[config.mk]
export PLATFORM = sky130hd
export DESIGN_NAME = prod_sum_pipe
export DESIGN_NICKNAME = d
export VERILOG_FILES = /design/src/rtl/prod_sum_pipe.sv
export SDC_FILE = /design/constraint.sdc
export NUM_CORES = 1
export LEC_CHECK = 0
export ABC_AREA = 1
export BUFFER_PORTS_ARGS = -buffer_cell sky130_fd_sc_hd__buf_2
export CORE_MARGIN = 2
export CORE_UTILIZATION = 47
export CTS_BUF_LIST = sky130_fd_sc_hd__clkbuf_16
export CTS_CLUSTER_DIAMETER = 40
export DETAILED_ROUTE_END_ITERATION = 16
export HOLD_SLACK_MARGIN = 0.12
export SLEW_MARGIN = 10
export SYNTH_ARGS = -nofsm -noshare
export SYNTH_HDL_FRONTEND = slang
export SYNTH_SLANG_ARGS = --single-unit
[constraint.sdc]
create_clock -name clk -period 6 [get_ports clk]
set_clock_uncertainty 0.05 [all_clocks]
set_input_delay 0.3 -clock clk [delete_from_list [all_inputs] [get_ports clk]]
set_output_delay 0.3 -clock clk [all_outputs]
set_load 0.01 [all_outputs]
[src/rtl/prod_sum_pipe.sv]
module prod_sum_pipe #(
  parameter int OPW = 8
) (
  input  logic              clk,
  input  logic              rst,
  input  logic              en,
  input  logic              in_valid,
  input  logic [4*OPW-1:0]  in_word,
  output logic [2*OPW:0]    result,
  output logic              out_valid
);
  localparam int PW = 2 * OPW;
  localparam int SW = PW + 1;

  logic [OPW-1:0] op [4];
  logic [PW-1:0]  prod_lo, prod_hi;
  logic [SW-1:0]  sum_q;
  logic [2:0]     vld;

  always_ff @(posedge clk) begin
    if (en) begin
      for (int k = 0; k < 4; k++) op[k] <= in_word[k*OPW +: OPW];
      prod_lo <= op[0] * op[1];
      prod_hi <= op[2] * op[3];
      sum_q   <= SW'(prod_lo) + SW'(prod_hi);
    end
  end

  always_ff @(posedge clk) begin
    if (rst)     vld <= '0;
    else if (en) vld <= {vld[1:0], in_valid};
  end

  assign result    = sum_q;
  assign out_valid = vld[2];

  a_r5_stall_hold: assert property (@(posedge clk) disable iff (rst)
    (!$past(en) && !$past(rst)) |-> ($stable(result) && $stable(out_valid)));

  a_r2_reset_clears: assert property (@(posedge clk) disable iff (rst)
    $past(rst) |-> !out_valid);

  a_r4_end_to_end: assert property (@(posedge clk) disable iff (rst)
    ($past(en,1) && $past(en,2) && $past(en,3) &&
     !$past(rst,1) && !$past(rst,2) && !$past(rst,3))
    |-> (out_valid == $past(in_valid,3)) &&
        (!out_valid || result ==
          SW'($past(in_word[OPW-1:0],3)) * SW'($past(in_word[2*OPW-1:OPW],3)) +
          SW'($past(in_word[3*OPW-1:2*OPW],3)) * SW'($past(in_word[4*OPW-1:3*OPW],3))));

  a_r3_no_overflow: assert property (@(posedge clk) disable iff (rst)
    out_valid |-> (result <= SW'(2 * ((1 << OPW) - 1) * ((1 << OPW) - 1))));
endmodule

==> flow_summary.toml <==
[grt]
grt_max_degree = 47
antenna_found_initial = 0
first_global_vias = 5966
globalRouteOverflowTotal = 0
grt.total_usage_pct = 18.7
grt_pass1_wl_mm = 27.3

[timing]
setup_viol = 0
rsz0062_at_grt = "false"
worst_hold_slack_ns = 0.161
slew_headroom_pct = 60.0
min_period_ns = 4.20
fmax_mhz = 238
fin_crit_sh_pct = 70.0
hold_viol = 0
setup_tns_ns = 0
fin_ws_ns = 1.80
slew_viol_final = 0
tightestPinTransition_ns = 0.600

[logic_synthesis]
synth_cell_types = 24
async_reset_ff_share_pct = 0
netlist_area_um2 = 8130
synth_nets = 1181
yosys_register_bits = 84
syn_area_per_cell_um2 = 8.26
seq_area_frac_synth_pct = 30.7
synth_edf_count = 81
synth_cells = 984
synth_flop_cell = "edfxtp_1"
yosysWarningCount = 0

[worst_setup_path]
r2r_cells = 15
cp-end-kind = "flop"
worstReg2RegStart = "op[0][0]$_DFFE_PP_"
crit_arrival_ns = 4.25
ff2ff_setup_slack_ns = 1.80
cp-startpoint = "op[0][0]$_DFFE_PP_"
cp-start-kind = "flop"
cp-endpoint = "prod_lo[13]$_DFFE_PP_"
crit_fanout = 8
criticalPathCategory = "flop to flop"
timing.rr.end = "prod_lo[13]$_DFFE_PP_"
critPathRequiredTime_ns = 6.05

[finish]
final_layout_size_suffix_gt1_share_pct = 7.49
final_common_cell = "nand2_1"
antenna_cells = 0
mostFrequentLayoutCells = "nand2_1 (284), inv_1 (264), ha_1 (88)"
syn_to_final_growth_pct = 13.0
fin_nets = 1247

[power]
pwr-share-comb_pct = 61.1
ir_drop_uv = 231
switchingPower_mw = 1.88
seqPwrFrac_pct = 25.1
power.share.clock_pct = 13.8
power_mw = 4.11
power.internal_mw = 2.24
switching_share_pct = 45.6
p_leak_nw = 5.26
p_per_area_nw_per_um2 = 448

[placed_design]
port_buffers = 53
place.gp.congestion = 0.862
dpl.hpwl_mm = 12.2
place_ws_ns = 1.84

[cts]
clock_latency_ns = 0.35
cts_tree = "done"
clk_pin_slew_ns = 0.07
clock_path_buffers = 2
htreeDepth = 3
cts_buffers = 9
cts.sink_count = 84
cts_resized = 0
cts-root-buf = "clkbuf_16"

[detailed_routing]
drtIter0Drc = 338
drtPass1Iterations = 5
vias = 5913
route.met3.wl_um = 502
wl_met1_mm = 7.61
drcViolationCount = 0
wl_met2_mm = 6.83
vias_per_cell = 4.62
ant_nets = 0
wl_per_cell_um = 11.8
drt_wl_total_mm = 15.1
top_layer = "met4"

[outcome]
status = "complete, no violations"

[die]
die_h_um = 135
start_util_pct = 47.5
std_cell_rows = 48
die_x_um = 135
core_area_um2 = 17100
io_pins = 54
dieArea_um2 = 18400

[worst_hold_path]
min_path_type = "input port to flop"

[flow_run]
cap_violations = 0
-- worst max-delay path: stages (launching register included) --
cell and delay [ns]:
edfxtp_1 0.50, nand2_1 0.12, fa_1 0.53, fa_1 0.55, inv_1 0.05, fa_1 0.52
inv_1 0.05, fa_1 0.52, inv_1 0.04, ha_1 0.36, nand2_1 0.15, a21oi_1 0.06
o21ai_0 0.21, nand3_1 0.10, nand2_1 0.07, nand2_1 0.04
-- metal layers --
layer	global-route usage [%]	vias up
met5	0	-
met4	4.75	0
met3	3.07	15
met2	30.3	98
met1	26.2	2723
li1	-	3077
-- cells in the mapped netlist (all sizes together), types with 2 or more instances --
master | number | area [um2]
o21bai | 2 | 15.0
clkbuf | 32 | 120
dfxtp | 3 | 60.1
a21o | 2 | 15.0
inv | 264 | 991
xor2 | 14 | 123
fa | 73 | 1460
o21ai | 5 | 25.0
xnor2 | 9 | 78.8
edfxtp | 81 | 2430
nand3 | 38 | 195
nand4 | 10 | 62.6
ha | 88 | 1100
nor2 | 39 | 149
a21oi | 27 | 135
nand2 | 290 | 1100
nor3 | 3 | 30.0
nand3b | 2 | 15.0
-- per-stage QoR --
step / area [um2] / utilization [%] / std cells
after global routing: 9190 / 53.7 / 1280
after CTS: 9190 / 53.7 / 1280
after detailed placement: 8560 / 50.0 / 1231
after floorplan: 8130 / - / 984
final: 9190 / 53.7 / 1280
after global placement: 8560 / 50.0 / 1231
-- registers in the layout (all words and copies together), names as in the netlist --
name	count
op	32
result	17
prod_hi	16
prod_lo	16
vld	3
-- power by group through the flow --
| stage | combinational [mW] | sequential (mW) | clock, mW |
|---|---|---|---|
| after floorplan | 1.97 | 1.02 | 0 |
| after global placement | 2.48 | 1.05 | 0 |
| after detailed placement | 2.51 | 1.05 | 0 |
| after CTS | 2.54 | 1.04 | 0.583 |
| after global routing | 2.95 | 1.05 | 0.602 |
| final | 2.51 | 1.03 | 0.567 |
-- what timing repair did --
| item | 4_1_cts | 5_1_grt |
|---|---|---|
| endpoints found under the hold margin | 35 | 0 |
| hold buffers | 33 | 0 |
| buffers inserted | 0 | 0 |
-- cell families after synthesis --
logic type	share of synthesized area, %
compound gates	2.43
simple gates	19.2
flops	30.7
buf+inv	13.7
fa+ha+maj	31.5
xor+xnor	2.48
-- cell type report --
cell class | count | area [um2]
Inverter | 264 | 991
Timing Repair Buffer | 87 | 606
Multi-Input combinational cell | 604 | 4520
Fill cell | 1606 | 7930
Clock inverter | 7 | 66.3
Sequential cell | 84 | 2490
Tap cell | 225 | 282
Clock buffer | 9 | 225
-- how the worst min path moves through the flow --
stage                     cells past startpoint                start             endpoint
after floorplan                               1                  rst  vld[0]$_SDFFE_PP0P_
after global placement                        2  vld[2]$_SDFFE_PP0P_  vld[2]$_SDFFE_PP0P_
after detailed placement                      2  vld[1]$_SDFFE_PP0P_  vld[2]$_SDFFE_PP0P_
after CTS                                     3             in_valid  vld[0]$_SDFFE_PP0P_
after global routing                          3             in_valid  vld[0]$_SDFFE_PP0P_
final                                         3             in_valid  vld[0]$_SDFFE_PP0P_
No activity file was read; power rests on OpenSTA's default activity.
